File: config.mk
export PLATFORM = sky130hd
export DESIGN_NAME = peak_cross_selector
export DESIGN_NICKNAME = d
export VERILOG_FILES = /design/src/rtl/pcs_pkg.sv /design/src/rtl/pcs_peak_track.sv /design/src/rtl/pcs_score_unit.sv /design/src/rtl/pcs_best_keep.sv /design/src/rtl/peak_cross_selector.sv
export SDC_FILE = /design/constraint.sdc
export NUM_CORES = 1
export LEC_CHECK = 0
export BUFFER_PORTS_ARGS = -buffer_cell sky130_fd_sc_hd__buf_2
export CORE_ASPECT_RATIO = 0.7
export CORE_MARGIN = 1.5
export CORE_UTILIZATION = 53
export CTS_CLUSTER_DIAMETER = 40
export DETAILED_ROUTE_END_ITERATION = 8
export GPL_TIMING_DRIVEN = 0
export HOLD_SLACK_MARGIN = 0.08
export MAX_ROUTING_LAYER = met4
export PLACE_DENSITY = 0.72
export SLEW_MARGIN = 20
export SYNTH_ARGS = -nofsm -noshare
export SYNTH_HDL_FRONTEND = slang
export SYNTH_SLANG_ARGS = --single-unit
export TNS_END_PERCENT = 10
File: constraint.sdc
create_clock -name clk -period 8.2 [get_ports clk]
set_input_delay 0.41 -clock clk [delete_from_list [all_inputs] [get_ports clk]]
set_output_delay 0.41 -clock clk [all_outputs]
set_load 0.02 [all_outputs]
File: src/rtl/pcs_pkg.sv
package pcs_pkg;
  parameter int unsigned PCS_ELEM_W  = 7;
  parameter int unsigned PCS_N_ELEM  = 8;
  parameter int unsigned PCS_N_DELAY = 8;

  // Candidate replaces the running peak only if strictly larger,
  // or if it is the first element of the array (lowest index wins ties).
  function automatic logic takes_peak(input int unsigned cand,
                                      input int unsigned cur,
                                      input logic        first);
    return first || (cand > cur);
  endfunction
endpackage

File: src/rtl/pcs_peak_track.sv
module pcs_peak_track #(
  parameter int unsigned W  = 7,
  parameter int unsigned N  = 8,
  parameter int unsigned IW = (N > 1) ? $clog2(N) : 1
) (
  input  logic          clk,
  input  logic          rst_n,
  input  logic          wr_en,
  input  logic [IW-1:0] wr_idx,
  input  logic [W-1:0]  wr_data,
  input  logic [IW-1:0] rd_idx,
  output logic [W-1:0]  rd_data,
  output logic [W-1:0]  peak_val,
  output logic [IW-1:0] peak_idx
);
  import pcs_pkg::*;

  logic [W-1:0]  mem_q [N];
  logic [W-1:0]  pk_val_q, pk_val_d;
  logic [IW-1:0] pk_idx_q, pk_idx_d;
  logic          upd;

  // element buffer: one enable per entry
  for (genvar g = 0; g < N; g++) begin : g_ent
    logic ent_en;
    assign ent_en = wr_en && (wr_idx == IW'(g));
    always_ff @(posedge clk) begin
      if (ent_en) mem_q[g] <= wr_data;
    end
  end

  assign rd_data = mem_q[rd_idx];

  always_comb begin
    upd      = wr_en && takes_peak(int'(wr_data), int'(pk_val_q), wr_idx == '0);
    pk_val_d = pk_val_q;
    pk_idx_d = pk_idx_q;
    if (upd) begin
      pk_val_d = wr_data;
      pk_idx_d = wr_idx;
    end
  end

  always_ff @(posedge clk or negedge rst_n) begin
    if (!rst_n) begin
      pk_val_q <= '0;
      pk_idx_q <= '0;
    end else begin
      pk_val_q <= pk_val_d;
      pk_idx_q <= pk_idx_d;
    end
  end

  assign peak_val = pk_val_q;
  assign peak_idx = pk_idx_q;
endmodule

File: src/rtl/pcs_score_unit.sv
module pcs_score_unit #(
  parameter int unsigned W  = 7,
  parameter int unsigned IW = 3,
  parameter int unsigned DW = 3
) (
  input  logic          clk,
  input  logic          rst_n,
  input  logic          go,
  input  logic [DW-1:0] go_dly,
  input  logic [W-1:0]  x_pk,
  input  logic [IW-1:0] x_pos,
  input  logic [W-1:0]  x_at_ypos,
  input  logic [W-1:0]  y_pk,
  input  logic [IW-1:0] y_pos,
  input  logic [W-1:0]  y_at_xpos,
  output logic          sc_vld,
  output logic [DW-1:0] sc_dly,
  output logic [IW-1:0] sc_lo,
  output logic [IW-1:0] sc_hi,
  output logic [W:0]    sc_val
);
  logic [W-1:0] dx, dy;
  logic [W:0]   sum_d;

  always_comb begin
    dx    = x_pk - x_at_ypos;
    dy    = y_pk - y_at_xpos;
    sum_d = {1'b0, dx} + {1'b0, dy};
  end

  always_ff @(posedge clk or negedge rst_n) begin
    if (!rst_n) begin
      sc_vld <= 1'b0;
      sc_dly <= '0;
      sc_lo  <= '0;
      sc_hi  <= '0;
      sc_val <= '0;
    end else begin
      sc_vld <= go;
      if (go) begin
        sc_dly <= go_dly;
        sc_lo  <= x_pos;
        sc_hi  <= y_pos;
        sc_val <= sum_d;
      end
    end
  end
endmodule

File: src/rtl/pcs_best_keep.sv
module pcs_best_keep #(
  parameter int unsigned W   = 7,
  parameter int unsigned IW  = 3,
  parameter int unsigned DW  = 3,
  parameter int unsigned NDL = 8
) (
  input  logic          clk,
  input  logic          rst_n,
  input  logic          clr,
  input  logic          sc_vld,
  input  logic [DW-1:0] sc_dly,
  input  logic [IW-1:0] sc_lo,
  input  logic [IW-1:0] sc_hi,
  input  logic [W:0]    sc_val,
  output logic          done,
  output logic [DW-1:0] bst_dly,
  output logic [IW-1:0] bst_lo,
  output logic [IW-1:0] bst_hi,
  output logic [W:0]    bst_val
);
  localparam logic [DW-1:0] FINAL_DLY = DW'(NDL - 1);

  logic          take, done_d;
  logic [DW-1:0] dly_d;
  logic [IW-1:0] lo_d, hi_d;
  logic [W:0]    val_d;

  always_comb begin
    take   = sc_vld && ((sc_dly == '0) || (sc_val > bst_val));
    done_d = sc_vld && (sc_dly == FINAL_DLY) && !clr;
    dly_d  = bst_dly;
    lo_d   = bst_lo;
    hi_d   = bst_hi;
    val_d  = bst_val;
    if (clr) begin
      dly_d = '0;
      lo_d  = '0;
      hi_d  = '0;
      val_d = '0;
    end else if (take) begin
      dly_d = sc_dly;
      lo_d  = sc_lo;
      hi_d  = sc_hi;
      val_d = sc_val;
    end
  end

  always_ff @(posedge clk or negedge rst_n) begin
    if (!rst_n) begin
      done    <= 1'b0;
      bst_dly <= '0;
      bst_lo  <= '0;
      bst_hi  <= '0;
      bst_val <= '0;
    end else begin
      done    <= done_d;
      bst_dly <= dly_d;
      bst_lo  <= lo_d;
      bst_hi  <= hi_d;
      bst_val <= val_d;
    end
  end
endmodule

File: src/rtl/peak_cross_selector.sv
module peak_cross_selector #(
  parameter int unsigned ELEM_W  = pcs_pkg::PCS_ELEM_W,
  parameter int unsigned N_ELEM  = pcs_pkg::PCS_N_ELEM,
  parameter int unsigned N_DELAY = pcs_pkg::PCS_N_DELAY,
  localparam int unsigned IDX_W  = (N_ELEM > 1) ? $clog2(N_ELEM) : 1,
  localparam int unsigned DLY_W  = (N_DELAY > 1) ? $clog2(N_DELAY) : 1,
  localparam int unsigned SCORE_W = ELEM_W + 1
) (
  input  logic               clk,
  input  logic               rst_n,
  input  logic               frame_start,
  input  logic               in_valid,
  input  logic               in_last,
  input  logic [ELEM_W-1:0]  x_in,
  input  logic [ELEM_W-1:0]  y_in,
  output logic               done,
  output logic [DLY_W-1:0]   best_delay,
  output logic [IDX_W-1:0]   bin_lo,
  output logic [IDX_W-1:0]   bin_hi,
  output logic [SCORE_W-1:0] best_score
);
  localparam logic [DLY_W-1:0] LAST_DLY = DLY_W'(N_DELAY - 1);

  logic [IDX_W-1:0]  idx_q, idx_d;
  logic [DLY_W-1:0]  dly_q, dly_d;
  logic              pend_q, pend_d;
  logic [DLY_W-1:0]  pend_dly_q;
  logic              acc_last;

  logic [ELEM_W-1:0] x_peak, y_peak, x_rd, y_rd;
  logic [IDX_W-1:0]  x_pos, y_pos;

  logic               s_vld;
  logic [DLY_W-1:0]   s_dly;
  logic [IDX_W-1:0]   s_lo, s_hi;
  logic [SCORE_W-1:0] s_score;

  always_comb begin
    acc_last = in_valid && in_last && !frame_start;
    idx_d    = idx_q;
    dly_d    = dly_q;
    if (frame_start) begin
      idx_d = '0;
      dly_d = '0;
    end else if (in_valid) begin
      idx_d = in_last ? '0 : idx_q + 1'b1;
      if (in_last) dly_d = (dly_q == LAST_DLY) ? '0 : dly_q + 1'b1;
    end
    pend_d = acc_last;
  end

  always_ff @(posedge clk or negedge rst_n) begin
    if (!rst_n) begin
      idx_q      <= '0;
      dly_q      <= '0;
      pend_q     <= 1'b0;
      pend_dly_q <= '0;
    end else begin
      idx_q  <= idx_d;
      dly_q  <= dly_d;
      pend_q <= pend_d;
      if (acc_last) pend_dly_q <= dly_q;
    end
  end

  pcs_peak_track #(.W(ELEM_W), .N(N_ELEM), .IW(IDX_W)) u_x_trk (
    .clk(clk), .rst_n(rst_n), .wr_en(in_valid && !frame_start),
    .wr_idx(idx_q), .wr_data(x_in), .rd_idx(y_pos), .rd_data(x_rd),
    .peak_val(x_peak), .peak_idx(x_pos)
  );

  pcs_peak_track #(.W(ELEM_W), .N(N_ELEM), .IW(IDX_W)) u_y_trk (
    .clk(clk), .rst_n(rst_n), .wr_en(in_valid && !frame_start),
    .wr_idx(idx_q), .wr_data(y_in), .rd_idx(x_pos), .rd_data(y_rd),
    .peak_val(y_peak), .peak_idx(y_pos)
  );

  pcs_score_unit #(.W(ELEM_W), .IW(IDX_W), .DW(DLY_W)) u_score (
    .clk(clk), .rst_n(rst_n), .go(pend_q), .go_dly(pend_dly_q),
    .x_pk(x_peak), .x_pos(x_pos), .x_at_ypos(x_rd),
    .y_pk(y_peak), .y_pos(y_pos), .y_at_xpos(y_rd),
    .sc_vld(s_vld), .sc_dly(s_dly), .sc_lo(s_lo), .sc_hi(s_hi), .sc_val(s_score)
  );

  pcs_best_keep #(.W(ELEM_W), .IW(IDX_W), .DW(DLY_W), .NDL(N_DELAY)) u_best (
    .clk(clk), .rst_n(rst_n), .clr(frame_start),
    .sc_vld(s_vld), .sc_dly(s_dly), .sc_lo(s_lo), .sc_hi(s_hi), .sc_val(s_score),
    .done(done), .bst_dly(best_delay), .bst_lo(bin_lo), .bst_hi(bin_hi),
    .bst_val(best_score)
  );
endmodule

==> flow_metrics.py <==
metrics = {
    "drt": {
        "wirelength_um": 17100,
        "drt_iter0_drc": 348,
        "drc_errors": 0,
        "wire_per_inst_um": 20.4,
        "routed_via_density": 5.71,
        "firstDrtPassIters": 5,
        "vias": 4805,
        "ant_nets": 0,
    },
    "setup_path": {
        "cpLargestDelayFamily": "simple AND/OR/NAND/NOR gates",
        "cp.arrival_ns": 4.69,
        "path_depth": 14,
        "reg2reg_to": "u_score.sc_val[6]",
        "cp-end-kind": "register",
        "crit_buf_inv": 2,
        "crit_top_cell": "ha_1",
        "cp-start-kind": "register",
        "worstRegToRegCells": 14,
        "reg2reg_from": "u_x_trk.peak_idx[1]",
        "cp_cell_sequence": "clkbuf_1 -> buf_1 -> mux4_2 -> mux2i_1 -> ha_1 -> nor2b_1 -> o21ai_0 -> a21boi_0 -> or4_1 -> nand3_1 -> ha_1 -> nor4b_1 -> a31oi_1 -> nand4_1",
        "startpoint": "u_x_trk.peak_idx[1]",
        "critPathMaxStageDelay_ns": 0.61,
        "critPathKind": "register to register",
        "r2r_setup_slack_ns": 3.87,
        "worstPathRequired_ns": 8.56,
        "critPathCapture": "u_score.sc_val[6]",
        "cp_max_fo": 10,
        "crit_slowest_cell": "buf_1",
    },
    "final_layout": {
        "fin_area_um2": 9520,
        "drive_above_1_share": 0.220,
        "num-nets-final": 701,
        "area_growth_syn_to_layout_pct": 12.5,
        "n_antenna_cell": 0,
    },
    "timing": {
        "fin_crit_sh": 0.528,
        "slew_headroom": 0.304,
        "finalHoldViolCount": 0,
        "max_freq_mhz": 231,
        "slew_viol_final": 0,
        "fin_skew_ns": 0.0139,
        "tightestPinTransition_ns": 1.04,
        "fin_crit_ns": 4.33,
        "setup_viol": 0,
        "rsz0062_at_grt": "no",
        "tns_ns": 0,
    },
    "synthesis": {
        "yosys.cell_count.top_type": "edfxtp_1",
        "yosysTopAreaCellShare": 0.397,
        "synth_edf_count": 112,
        "yosys_warnings": 0,
        "synthCells": 573,
        "synth-seq-cells": 178,
        "synth.largest_area_cell": "edfxtp_1",
        "syn_area_um2": 8460,
        "async_flop_share": 0.371,
        "synth-main-ff-cell": "edfxtp_1",
        "synth_area_leaders": "edfxtp_1 40%, dfrtp_1 20%, mux4_2 7.5%",
        "ys_seq_area_frac": 0.593,
        "syn-num-nets": 645,
        "synth_commonest_cells": "112 x edfxtp_1, 66 x dfrtp_1, 50 x ha_1",
        "syn_area_per_cell_um2": 14.8,
        "synthDistinctLibCells": 49,
    },
    "clock_tree": {
        "clkTransAtPathRegs_ns": 0.07,
        "clk_latency_ns": 0.44,
        "root_buffer": "clkbuf_16",
        "htreeDepth": 4,
        "cts_sinks": 178,
        "clk_path_buf_depth": 2,
        "cts_inserted_buffers": 17,
        "cts_tree": "done",
    },
    "run_status": {
        "status": "finished, final reports clean",
    },
    "place": {
        "place_hpwl_um": 11400,
        "gp_congestion": 0.846,
        "placed_area_um2": 8910,
        "io_buffers": 35,
    },
    "power_and_ir_drop": {
        "p_per_area_nw_per_um2": 332,
        "vdd_drop_max_mv": 0.313,
        "power.leakage_nw": 3.81,
    },
    "global_routing": {
        "grt_max_degree": 39,
        "grt.total_usage": 0.229,
        "grt_pass1_vias": 5046,
        "grt-ovfl-total": 0,
        "grt_pass1_wl_um": 26900,
        "antenna_found_initial": 0,
    },
    "min_path": {
        "min-delay-start": "x_in[0]",
        "hold_path.class": "input pin to register",
    },
    "run": {
        "maxCapViolCount": 0,
    },
    "die": {
        "placeableCoreArea_um2": 15500,
        "rows": 38,
        "dieArea_um2": 16700,
        "die_x_um": 154,
        "initial_core_util": 0.544,
        "top_level_ports": 37,
        "die_h_um": 109,
    },
}
## layout by cell type (no fill, tap or decap), drive strengths merged, types with 2 or more instances in the layout
cell type  instances
nor3b              2
a21o               5
a31oi              2
nor2b              8
nand3b             2
o31ai              2
nand4              7
ha                50
mux2              33
xor2               5
buf               50
o21ai             10
o21a               2
nor4b              2
nand2             14
xnor2              6
or4                2
fa                 3
and3               6
nand3              6
o211ai             3
mux2i             36
mux4              28
a21oi             17
edfxtp           112
nor2              17
nand2b            39
a21boi             3
clkbuf            28
dfrtp             66
and2               2
clkinv             7
nor3               5
a211oi             2
or3                2
inv               48
## timing repair
item / in CTS / in global routing
resized for setup: 0 / 0
endpoints found under the hold margin: 28 / 0
buffers inserted: 0 / 0
hold buffers: 1 / 0
setup endpoints to repair: 0 / 0
## registers in the layout, indices dropped and copies added (netlist names), 7 cells and up
name              cells
u_x_trk.peak_val      7
u_y_trk.peak_val      7
u_score.sc_val        8
u_best.bst_val        8
u_x_trk.mem_q        56
u_y_trk.mem_q        56
## stage by stage
| stage | hold WS (ns) | util | instances | power, mW | worst slack (ns) |
|---|---|---|---|---|---|
| global placement | 0.359 | 0.572 | 808 | 2.27 | 4.00 |
| floorplan | 0.114 | - | 573 | 2.01 | 4.70 |
| detailed placement | 0.361 | 0.573 | 809 | 2.34 | 3.92 |
| CTS | 0.244 | 0.612 | 842 | 3.15 | 3.89 |
| finish | 0.259 | 0.612 | 842 | 3.16 | 3.87 |
| global route | 0.251 | 0.612 | 842 | 3.35 | 3.57 |
## metal layers
metal,vias to the layer above,global-route usage,share of wire
met5,-,-,0
met4,0,0.0707,0.015
met3,22,0.0580,0.042
met2,95,0.363,0.48
met1,2454,0.295,0.47
li1,2234,-,-
## logic make-up after synthesis
group / after synthesis / synth area share
and+or+nand+nor: 116 / 0.0788
adders and majority gates: 53 / 0.0810
buffers and inverters: 67 / 0.0334
xor gates and xnor gates: 11 / 0.0114
AOI/OAI and AO/OA: 51 / 0.0383
muxes: 97 / 0.165
DFF: 178 / 0.593
## worst min-delay path by stage
stage | slack (ns) | depth (start not counted) | end
after global placement | 0.36 | 0 | u_score.sc_vld
after floorplan | 0.11 | 0 | dly_q[0]
after global routing | 0.25 | 1 | u_x_trk.mem_q[6][0]
after CTS | 0.24 | 1 | u_x_trk.mem_q[6][0]
after detailed placement | 0.36 | 0 | u_score.sc_vld
final | 0.26 | 1 | u_x_trk.mem_q[7][0]
## power by group
part           switching [mW]  total [mW]  internal [mW]
Combinational           0.702        1.26          0.558
Clock                   0.347       0.805          0.458
Sequential             0.0639        1.10           1.04
Total                    1.11        3.16           2.05
## area by class of cell
class                           count  area (um^2)
Fill cell                        1154         6030
Sequential cell                   178         5010
Multi-Input combinational cell    328         3170
Clock buffer                       19          475
Tap cell                          200          250
Timing Repair Buffer               37          208
Inverter                           44          165
Clock inverter                     13          121
Buffer                             23          118
Note: power is estimated with default switching activity, not from simulation.
